$ cat config.mk
export PLATFORM = sky130hd
export DESIGN_NAME = mmu_fault_regs
export DESIGN_NICKNAME = d
export VERILOG_FILES = /design/src/rtl/mmu_fault_pkg.sv /design/src/rtl/mff_status.sv /design/src/rtl/mff_addr.sv /design/src/rtl/mff_exc.sv /design/src/rtl/mmu_fault_regs.sv
export SDC_FILE = /design/constraint.sdc
export NUM_CORES = 1
export LEC_CHECK = 0
export ABC_AREA = 1
export BUFFER_PORTS_ARGS = -buffer_cell sky130_fd_sc_hd__buf_2
export CAP_MARGIN = 40
export CORE_MARGIN = 4
export CORE_UTILIZATION = 40
export DETAILED_ROUTE_END_ITERATION = 6
export PLACE_DENSITY = 0.77
export SYNTH_ARGS = -nofsm -noshare
export SYNTH_HDL_FRONTEND = slang
export SYNTH_SLANG_ARGS = --single-unit
$ cat constraint.sdc
create_clock -name clk -period 1.1 [get_ports clk]
set_input_delay 0.055 -clock clk [delete_from_list [all_inputs] [get_ports clk]]
set_output_delay 0.055 -clock clk [all_outputs]
set_load 0.02 [all_outputs]
$ cat src/rtl/mmu_fault_pkg.sv
package mmu_fault_pkg;
  localparam int DATA_W = 32;
  localparam int LVL_W  = 2;
  localparam int FT_W   = 3;
  localparam int AI_W   = 3;

  // status word layout: overflow, address valid, then type, access, level
  localparam int OVF_BIT  = 0;
  localparam int AVAL_BIT = 1;
  localparam int FT_LSB   = 2;
  localparam int AI_LSB   = FT_LSB + FT_W;
  localparam int LVL_LSB  = AI_LSB + AI_W;

  // access index bit that flags an instruction fetch
  localparam int AI_FETCH_BIT = 1;

  typedef enum logic {
    EXC_DATA  = 1'b0,
    EXC_INSTR = 1'b1
  } exc_kind_e;
endpackage

$ cat src/rtl/mff_status.sv
module mff_status
  import mmu_fault_pkg::*;
#(
  parameter int W  = DATA_W,
  parameter int LW = LVL_W,
  parameter int TW = FT_W,
  parameter int AW = AI_W
) (
  input  logic          clk,
  input  logic          rst_n,
  input  logic          fault_vld,
  input  logic [LW-1:0] lvl,
  input  logic [TW-1:0] ftype,
  input  logic [AW-1:0] ai,
  input  logic          clr,
  output logic [W-1:0]  fsr_q
);
  logic [W-1:0] base;
  logic [W-1:0] fields;
  logic [W-1:0] fsr_d;
  logic         fsr_en;

  always_comb begin
    fields = '0;
    fields[AVAL_BIT]          = 1'b1;
    fields[FT_LSB  +: TW]     = ftype;
    fields[AI_LSB  +: AW]     = ai;
    fields[LVL_LSB +: LW]     = lvl;
    // a read in the same cycle consumes the old value first
    base   = clr ? '0 : fsr_q;
    fsr_en = fault_vld | clr;
    if (fault_vld) begin
      fsr_d = fields;
      if (|base) fsr_d[OVF_BIT] = 1'b1;
    end else begin
      fsr_d = '0;
    end
  end

  always_ff @(posedge clk or negedge rst_n) begin
    if (!rst_n)      fsr_q <= '0;
    else if (fsr_en) fsr_q <= fsr_d;
  end
endmodule

$ cat src/rtl/mff_addr.sv
module mff_addr
  import mmu_fault_pkg::*;
#(
  parameter int W = DATA_W
) (
  input  logic         clk,
  input  logic         rst_n,
  input  logic         fault_vld,
  input  logic [W-1:0] vaddr,
  output logic [W-1:0] far_q
);
  logic [W-1:0] far_d;
  logic         far_en;

  always_comb begin
    far_en = fault_vld;
    far_d  = vaddr;
  end

  always_ff @(posedge clk or negedge rst_n) begin
    if (!rst_n)      far_q <= '0;
    else if (far_en) far_q <= far_d;
  end
endmodule

$ cat src/rtl/mff_exc.sv
module mff_exc
  import mmu_fault_pkg::*;
(
  input  logic      clk,
  input  logic      rst_n,
  input  logic      fault_vld,
  input  logic      is_fetch,
  input  logic      nf_en,
  input  logic      trap_en,
  output logic      exc_req_q,
  output exc_kind_e exc_kind_q,
  output logic      grant_q
);
  logic      raise;
  logic      exc_req_d;
  logic      grant_d;
  exc_kind_e exc_kind_d;

  always_comb begin
    raise      = fault_vld & trap_en & ~nf_en;
    exc_req_d  = raise;
    grant_d    = fault_vld & ~raise;
    exc_kind_d = raise ? (is_fetch ? EXC_INSTR : EXC_DATA) : exc_kind_q;
  end

  always_ff @(posedge clk or negedge rst_n) begin
    if (!rst_n) begin
      exc_req_q  <= 1'b0;
      grant_q    <= 1'b0;
      exc_kind_q <= EXC_DATA;
    end else begin
      exc_req_q  <= exc_req_d;
      grant_q    <= grant_d;
      exc_kind_q <= exc_kind_d;
    end
  end
endmodule

$ cat src/rtl/mmu_fault_regs.sv
module mmu_fault_regs
  import mmu_fault_pkg::*;
#(
  parameter int W  = DATA_W,
  parameter int LW = LVL_W,
  parameter int TW = FT_W,
  parameter int AW = AI_W
) (
  input  logic          clk,
  input  logic          rst_n,
  input  logic          fault_vld,
  input  logic [LW-1:0] fault_lvl,
  input  logic [TW-1:0] fault_type,
  input  logic [AW-1:0] fault_ai,
  input  logic [W-1:0]  fault_vaddr,
  input  logic          nf_en,
  input  logic          trap_en,
  input  logic          rd_en,
  input  logic          rd_sel,
  output logic [W-1:0]  rd_data,
  output logic          exc_req,
  output logic          exc_instr,
  output logic          grant_full
);
  logic [W-1:0] fsr_q;
  logic [W-1:0] far_q;
  logic         rd_clr;
  exc_kind_e    kind_q;

  assign rd_clr    = rd_en & ~rd_sel;
  assign rd_data   = rd_sel ? far_q : fsr_q;
  assign exc_instr = (kind_q == EXC_INSTR);

  mff_status #(.W(W), .LW(LW), .TW(TW), .AW(AW)) u_status (
    .clk       (clk),
    .rst_n     (rst_n),
    .fault_vld (fault_vld),
    .lvl       (fault_lvl),
    .ftype     (fault_type),
    .ai        (fault_ai),
    .clr       (rd_clr),
    .fsr_q     (fsr_q)
  );

  mff_addr #(.W(W)) u_addr (
    .clk       (clk),
    .rst_n     (rst_n),
    .fault_vld (fault_vld),
    .vaddr     (fault_vaddr),
    .far_q     (far_q)
  );

  mff_exc u_exc (
    .clk        (clk),
    .rst_n      (rst_n),
    .fault_vld  (fault_vld),
    .is_fetch   (fault_ai[AI_FETCH_BIT]),
    .nf_en      (nf_en),
    .trap_en    (trap_en),
    .exc_req_q  (exc_req),
    .exc_kind_q (kind_q),
    .grant_q    (grant_full)
  );
endmodule

### Word-level counts from Yosys, hierarchy flattened

Cells that the tools add are included.

* bits in registers: 67
* input bits: 47
* word-level logic and storage cells: 19

* multiplexer cells: 5
* bitwise logic cells: 8
* reductions and logical operators: 1

Operator list (number)
* 2-to-1 mux 32 bit: 2
* OR reduction 32 bit: 1
* 2-to-1 mux 10 bit: 1
* bitwise AND 1 bit: 4
* inverter 1 bit: 3
* 2-to-1 mux 1 bit: 2
* bitwise OR 1 bit: 1

### Depth between registers and ports, before layout

Gate-level depths: netlist (run 1).

* depth in word-level cells: 6
* depth in mapped cells: 6
* depth with buffers taken out: 6

### Hierarchy

A second synthesis (run 1) with hierarchy kept.

* cells, all modules: 318
* area, all modules: 2433.6 um^2

By module, submodules not included
* mff_addr: times used 1, cells an instance 136, area each 1292.5 um^2, sequential area each 800.8 um^2
* mff_status: times used 1, cells an instance 65, area each 585.6 um^2, sequential area each 250.2 um^2
* mmu_fault_regs: times used 1, cells an instance 106, area each 441.7 um^2, sequential area each 0.0 um^2
* mff_exc: times used 1, cells an instance 11, area each 113.9 um^2, sequential area each 75.1 um^2

### Worst setup path after synthesis (run 1)

OpenSTA, ideal clock, no wires.

* path type: register to output
* start: register u_status.fsr_q[8]
* end: output rd_data[8]
* data arrival time: 840 ps
* data required time: 1045 ps
* setup slack: 205 ps
* cell stages (with the launch flop): 3
* buffers on the path: 0
* cell sequence: dfrtp_1 -> inv_1 -> o21ai_0

* longest elaborated chain between the ends: 1

RTL lines
* from (decl): line mff_status.sv:16 `output logic [W-1:0] fsr_q`
* from (signal assigned): line mff_status.sv:42 `else if (fsr_en) fsr_q <= fsr_d;`
* 2-to-1 mux 32 bit: line mmu_fault_regs.sv:31 `assign rd_data = rd_sel ? far_q : fsr_q;`
* to (decl): line mmu_fault_regs.sv:20 `output logic [W-1:0] rd_data,`

No other way between the ends.

### Final worst setup path (run 1)

* start: register u_addr.far_q[3]
* end: output rd_data[3]

* longest elaborated chain between the ends: 1

RTL lines
* from (decl): line mff_addr.sv:10 `output logic [W-1:0] far_q`
* from (signal assigned): line mff_addr.sv:22 `else if (far_en) far_q <= far_d;`
* 2-to-1 mux 32 bit: line mmu_fault_regs.sv:31

No other way between the ends.

==> out/results.tsv, run 1 <==
stage	metric	value	unit
logic_synthesis	synthesized instance count	266	
finish	Final nets	437	
finish	share of cells above drive strength 1	27.9	%
min_path	WHS Path Cells	3	
logic_synthesis	Synth area leaders	dfrtp_1, nand2_1, inv_1	
worst_setup_path	RR Startpoint	u_status.fsr_q[4]	
logic_synthesis	most common cell in the synthesized netlist	nand2_1	
cts	CTS tree	yes	
detailed_routing	wire per inst	12.5	um
finish	Area growth syn-to-layout	50.1	%
global_route	first-pass GRT wire length	9.17	mm
timing	Period Utilization, post-route	97.0	%
logic_synthesis	number of flops mapped to enable cells by yosys	0	
min_path	sink of the worst hold path	u_exc.exc_kind_q	
worst_setup_path	r2r endpoint	u_status.fsr_q[0]	
floorplan	DIE WIDTH	79.5	um
logic_synthesis	Top FF cell, synth	dfrtp_1	
floorplan	# rows	25	
logic_synthesis	Synth Register Bits	45	
min_path	Hold Startpoint	fault_ai[1]	
cts	CTS clock-pin slew for the worst setup and hold paths	0.08	ns
pwr	PwrDens	1250	nW/um^2
placed_design	Post-DP HPWL	3.43	mm
floorplan	Core Box Area	4850	um^2
timing	Worst Tran Pin Value	0.237	ns
detailed_routing	antenna viol nets, final	0	
timing	Final Max Tran Viols	0	
cts	Num CTS Buffers	5	
worst_setup_path	crit end category	output pin	
worst_setup_path	Slowest cell on crit path	dfrtp_1	
job	Max-Cap Viols	0	
floorplan	Die ar.	6320	um^2
global_route	pin count of the biggest net entering global routing	46	
timing	Final min period	1.07	ns
worst_setup_path	Crit Path Max Fanout	2	
min_path	worst min path class	in2reg	
cts	worst skew pair latency	0.29	ns
worst_setup_path	crit path DAT	1.01	ns
logic_synthesis	Mapped Nets	313	
worst_setup_path	Data required, critical path	1.04	ns
logic_synthesis	post-synthesis sequential area ratio	55.1	%
timing	Setup Viol. Count Final	0	
timing	max frequency	938	MHz
worst_setup_path	Reg2Reg Setup Slack	0.18	ns
timing	RSZ-0062 raised after global routing	yes	
finish	Antenna Cells	0	
worst_setup_path	reg2reg path depth	6	
finish	filler instances	408	
logic_synthesis	syn avg cell area	7.69	um^2
global_route	remaining global-route overflow	0	
floorplan	# IOs	82	
detailed_routing	Pre-antenna DRT Iters	4	
worst_setup_path	crit path cell chain	nand2_1 -> o21ai_2 -> buf_4	
pwr	total power	0.00383	W
cts	CTS max path bufs	2	
detailed_routing	via/cell ratio	4.42	
placed_design	routability congestion estimate	0.853	
cts	Clock H-tree levels	2	
detailed_routing	final WL	5.73	mm
floorplan	Initial Utilization	42.2	%
global_route	vias in the first global route	2001	
logic_synthesis	Synth top cells by count	nand2_1, dfrtp_1, inv_1	
logic_synthesis	cell area after synthesis	2040	um^2
logic_synthesis	Synth top area share	55.1	%
logic_synthesis	synth unique cells	13	
worst_setup_path	startpoint types	flop	
timing	Min Hold Slack	0.0572	ns
logic_synthesis	area leader, netlist	dfrtp_1	
detailed_routing	Iteration-0 DRC Markers	91	
timing	Final Hold Violating Endpoints	0	
outcome	status	finished, final reports clean	
worst_setup_path	crit path kind	reg2out	
logic_synthesis	Async S/R FF share, synth	100	%
worst_setup_path	CP peak stage delay	0.40	ns
pwr	Leakage	1.86	nW
placed_design	PortBufs	81	
cts	clk sinks	45	
global_route	initial antenna violation count	0	
floorplan	Die Y	79.5	um
detailed_routing	Vias	2024	
global_route	Total GRT Usage	18.7	%
pwr	peak supply drop	785	uV
logic_synthesis	Yosys warning count	0	
cts	CTS root buffer	clkbuf_8	
timing	Worst Skew	0.00309	ns
timing	Slew headroom	84.2	%
detailed_routing	DRC viols	0	
state kept, by name (all words and copies together), names as in the netlist:
register          flops
u_addr.far_q         32
u_exc.exc_kind_q      1
u_exc.exc_req_q       1
u_exc.grant_q         1
u_status.fsr_q       10
cell type report:
type	count	area, um^2	area share [%]
Clock buffer	7	96.3	3.14
Sequential cell	45	1130	36.7
Inverter	38	143	4.65
Timing Repair Buffer	130	913	29.8
Tap cell	67	83.8	2.73
Multi-Input combinational cell	170	702	22.9
Clock inverter	1	5.00	0.163
power breakdown:
part	internal [W]	switching [W]
combinational	0.000379	0.000487
clock	0.000568	0.000527
sequential	0.00180	0.0000726
total	0.00274	0.00109
critical path: cells and delay by family, from the launching register on:
family | cells | cell delay, ns
AO/OA/AOI/OAI | 1 | 0.07
buffers and inverters | 1 | 0.15
flip-flops | 1 | 0.40
AND/OR/NAND/NOR | 1 | 0.10
cell usage in the layout (no fill, tap or decap), types with 2 or more instances in the layout:
cell             n
o21ai_1          3
buf_4           14
dlygate4sd3_1   40
inv_1           35
dfrtp_1         45
o21ai_0         10
inv_2            3
nor2_1           4
buf_2           73
o21ai_2          6
buf_6            2
nand2_1        142
clkbuf_8         7
metrics by stage:
stage	area [um^2]	utilization [%]	setup TNS, ns	std cells	setup WS [ns]
6_report	3070	63.3	0	458	0.0333
5_1_grt	3070	63.3	-0.0168	458	-0.0146
4_1_cts	3010	62.1	0	457	0.00528
3_5_place_dp	2510	51.8	0	409	0.212
3_3_place_gp	2510	51.8	0	409	0.149
2_1_floorplan	2040	-	0	266	0.205
worst max path at each step:
stage / to / from / cells after the start
floorplan: rd_data[8] / u_status.fsr_q[8] / 2
global placement: rd_data[4] / rd_sel / 5
detailed placement: rd_data[5] / rd_sel / 5
CTS: rd_data[7] / u_status.fsr_q[7] / 3
global route: rd_data[3] / u_addr.far_q[3] / 3
finish: rd_data[3] / u_addr.far_q[3] / 3
per-layer routing:
metal  vias up  GRT usage [%]  part of all wire (%)
met3        14           3.72                   4.9
met5         -              0                     0
met2        73           32.1                    52
li1       1022              -                     -
met1       915           22.3                    41
met4         0           8.59                   2.5
repair_timing:
item                                   in CTS  in global routing
setup buffers                               0                  1
setup endpoints to repair                   4                  9
resized for setup                           4                 23
hold buffers                               40                  0
endpoints found under the hold margin      84                  0
cells by family after synthesis:
kind of cell,share of synthesized area (%)
AO/OA/AOI/OAI,5.20
flip-flops,55.1
AND/OR/NAND/NOR,28.0
buffers and inverters,11.7
No activity file was read; power rests on OpenSTA's default activity.
==> inputs of run 2 (changes only) <==
--- a/config.mk
+++ b/config.mk
@@ -11,7 +11,8 @@
 export CORE_MARGIN = 4
 export CORE_UTILIZATION = 40
 export DETAILED_ROUTE_END_ITERATION = 6
-export PLACE_DENSITY = 0.77
+export PLACE_DENSITY = 0.75
 export SYNTH_ARGS = -nofsm -noshare
 export SYNTH_HDL_FRONTEND = slang
+export SYNTH_HIERARCHICAL = 1
 export SYNTH_SLANG_ARGS = --single-unit
==> run 2 against run 1 <==
Net effect:
- clock skew increased by 0.0033 ns
- synthesized cell count increased by 20%
- area after synthesis increased by 19%
- global-route usage decreased by 2.0 points
- design area increased by 8.9%
- maximum frequency increased by 0.76%
- clock power increased by 18%
- largest cell class unchanged
- largest power group unchanged
==> out/results.tsv, run 2 <==
stage	metric	value	unit
detailed_routing	Pre-antenna DRT Iters	4	
floorplan	DIE WIDTH	86	um
timing	Final Hold Violating Endpoints	0	
detailed_routing	Iteration-0 DRC Markers	83	
logic_synthesis	synth unique cells	20	
worst_setup_path	Data required, critical path	1.04	ns
worst_setup_path	crit path kind	reg2out	
floorplan	Core Box Area	5920	um^2
floorplan	Die Y	86	um
logic_synthesis	number of flops mapped to enable cells by yosys	0	
logic_synthesis	multiplexer area fraction after synthesis	0	%
pwr	PwrDens	1240	nW/um^2
cts	Num CTS Buffers	5	
floorplan	# rows	28	
min_path	Hold Startpoint	trap_en	
detailed_routing	Vias	2210	
global_route	remaining global-route overflow	0	
cts	CTS root buffer	clkbuf_8	
min_path	worst min path class	in2reg	
global_route	initial antenna violation count	0	
pwr	Sw Share	28.5	%
logic_synthesis	adder-cell share of the synthesized area	0	%
logic_synthesis	main combinational cell family by area after synthesis	simple AND/OR/NAND/NOR gates	
worst_setup_path	startpoint types	flop	
placed_design	routability congestion estimate	0.711	
detailed_routing	DRC viols	0	
logic_synthesis	cell area after synthesis	2430	um^2
pwr	peak supply drop	882	uV
worst_setup_path	Crit Path Max Fanout	3	
timing	Worst Skew	0.00644	ns
detailed_routing	antenna viol nets, final	0	
logic_synthesis	Synth top area share	46.3	%
detailed_routing	wire per inst	11.2	um
job	Max-Cap Viols	0	
logic_synthesis	most common cell in the synthesized netlist	nand2_1	
logic_synthesis	Compound-Gate Fraction of Synth Area	3.08	%
logic_synthesis	Top FF cell, synth	dfrtp_1	
finish	max reg flops	32	
finish	Antenna Cells	0	
timing	Final WS setup	0.0413	ns
global_route	first-pass GRT wire length	9.80	mm
timing	RSZ-0062 raised after global routing	yes	
logic_synthesis	Post-Synth Simple-Gate Area	35.2	%
finish	share of cells above drive strength 1	26.9	%
logic_synthesis	Synth Register Bits	45	
placed_design	placed insts	464	
pwr	Switch Pwr	0.00118	W
floorplan	# IOs	82	
finish	Biggest register	u_addr/far_q	
cts	CTS tree	yes	
placed_design	PortBufs	81	
pwr	combinational share of power	23.6	%
global_route	pin count of the biggest net entering global routing	46	
worst_setup_path	Reg2Reg Setup Slack	0.11	ns
cts	CTS max path bufs	2	
logic_synthesis	Synth area leaders	dfrtp_1, nand2_1, buf_4	
logic_synthesis	XOR/XNOR Fraction of Synth Area	0	%
logic_synthesis	synthesized instance count	318	
timing	Setup Viol. Count Final	0	
worst_setup_path	crit end category	output pin	
logic_synthesis	post-synthesis sequential area ratio	46.3	%
finish	Final Util	56.5	%
logic_synthesis	area leader, netlist	dfrtp_1	
finish	Finished Layout Cells	514	
pwr	clock network power share	31.0	%
cts	CTS clock-pin slew for the worst setup and hold paths	0.09	ns
pwr	Leakage	1.94	nW
finish	commonest non-fill, non-tap cell in the layout	nand2_1	
logic_synthesis	Async S/R FF share, synth	100	%
logic_synthesis	Synth top cells by count	nand2_1, dfrtp_1, buf_4	
floorplan	Die ar.	7400	um^2
finish	Final nets	485	
cts	clk sinks	45	
global_route	vias in the first global route	2174	
finish	Area growth syn-to-layout	37.4	%
worst_setup_path	crit path DAT	1.00	ns
detailed_routing	via/cell ratio	4.30	
min_path	sink of the worst hold path	u_exc/exc_req_q	
placed_design	Post-DP HPWL	3.66	mm
pwr	Seq pwr share	45.4	%
timing	Period Utilization, post-route	96.2	%
min_path	WHS Path Cells	3	
logic_synthesis	syn avg cell area	7.65	um^2
global_route	Total GRT Usage	16.6	%
floorplan	Initial Utilization	41.1	%
cts	worst skew pair latency	0.29	ns
worst_setup_path	r2r endpoint	u_status/fsr_q[0]	
cts	Clock H-tree levels	2	
pwr	P_int	0.00297	W
timing	Final Max Tran Viols	0	
finish	commonest cells after routing, fill and taps aside	nand2_1, buf_2, dfrtp_1	
worst_setup_path	RR Startpoint	u_status/fsr_q[9]	
placed_design	dpl ws	0.0287	ns
worst_setup_path	reg2reg path depth	5	
timing	max frequency	945	MHz
detailed_routing	final WL	5.78	mm
logic_synthesis	Yosys warning count	6	
outcome	status	finished, final reports clean	
timing	Final min period	1.06	ns
finish	largest registers	u_addr/far_q x32, u_status/fsr_q x10	
-- run 2: cell count changes after synthesis, sizes merged, moves of 3 or more --
cell	previous run	this run
nand2	143	210
inv	38	8
buf	13	34
o21ai	19	1
a22o	0	8
clkbuf	0	3
-- run 2: how the worst max path moves through the flow --
stage	start	endpoint	cells after the start
floorplan	rd_sel	u_status/fsr_q[0]	10
global placement	rd_sel	u_status/fsr_q[0]	9
detailed placement	rd_sel	u_status/fsr_q[0]	9
CTS	u_status/fsr_q[2]	rd_data[2]	3
global route	u_status/fsr_q[2]	rd_data[2]	3
finish	u_status/fsr_q[8]	rd_data[8]	3
-- run 2: area by class of cell --
| class | instances | area, um^2 |
|---|---|---|
| clock inverters | 2 | 37.5 |
| repair buffers | 129 | 937 |
| multi-input cells | 249 | 1030 |
| inverters | 8 | 40.0 |
| fillers | 522 | 2580 |
| well taps | 75 | 93.8 |
| flip-flops and latches | 45 | 1130 |
| clock buffers | 6 | 82.6 |
-- run 2: cells by family after synthesis --
group                  after synthesis
buffers and inverters               45
AO/OA/AOI/OAI                        9
flip-flops                          45
AND/OR/NAND/NOR                    218
other                                1
-- run 2: worst max-delay path: stages (launching register included) --
cell and delay, ns:
dfrtp_1 0.42, nand2_1 0.08, nand2_1 0.05, buf_2 0.15
-- run 2: power groups by stage --
stage / clock (W) / sequential [W] / combinational (W)
final: 0.00129 / 0.00188 / 0.000982
after global placement: 0 / 0.00191 / 0.000816
after detailed placement: 0 / 0.00192 / 0.000828
after global routing: 0.00140 / 0.00190 / 0.00110
after floorplan: 0 / 0.00191 / 0.000597
after CTS: 0.00134 / 0.00188 / 0.000938
-- run 2: per-stage QoR --
| stage | area, um^2 | power (W) | hold WS [ns] | setup TNS, ns |
|---|---|---|---|---|
| 3_3_place_gp | 2760 | 0.00273 | 0.0488 | 0 |
| 2_1_floorplan | 2510 | 0.00251 | -0.241 | 0 |
| 3_5_place_dp | 2760 | 0.00275 | 0.0525 | 0 |
| 6_report | 3340 | 0.00415 | 0.0200 | 0 |
| 5_1_grt | 3340 | 0.00441 | 0.0130 | -0.00660 |
| 4_1_cts | 3280 | 0.00416 | 0.00599 | 0 |
-- run 2: routing by layer --
layer / wire (um) / GRT usage (%) / up-vias
met5: 0 / 0 / -
met4: 74 / 4.60 / 0
met1: 2470 / 20.2 / 965
met3: 427 / 4.71 / 11
li1: - / - / 1156
met2: 2810 / 28.7 / 78
-- run 2: timing repair --
| item | in CTS | in global routing |
|---|---|---|
| hold endpoints to repair | 84 | 0 |
| resized for setup | 0 | 16 |
| hold buffers | 40 | 0 |
| buffers inserted | 0 | 2 |
| endpoints found under the setup margin | 0 | 6 |
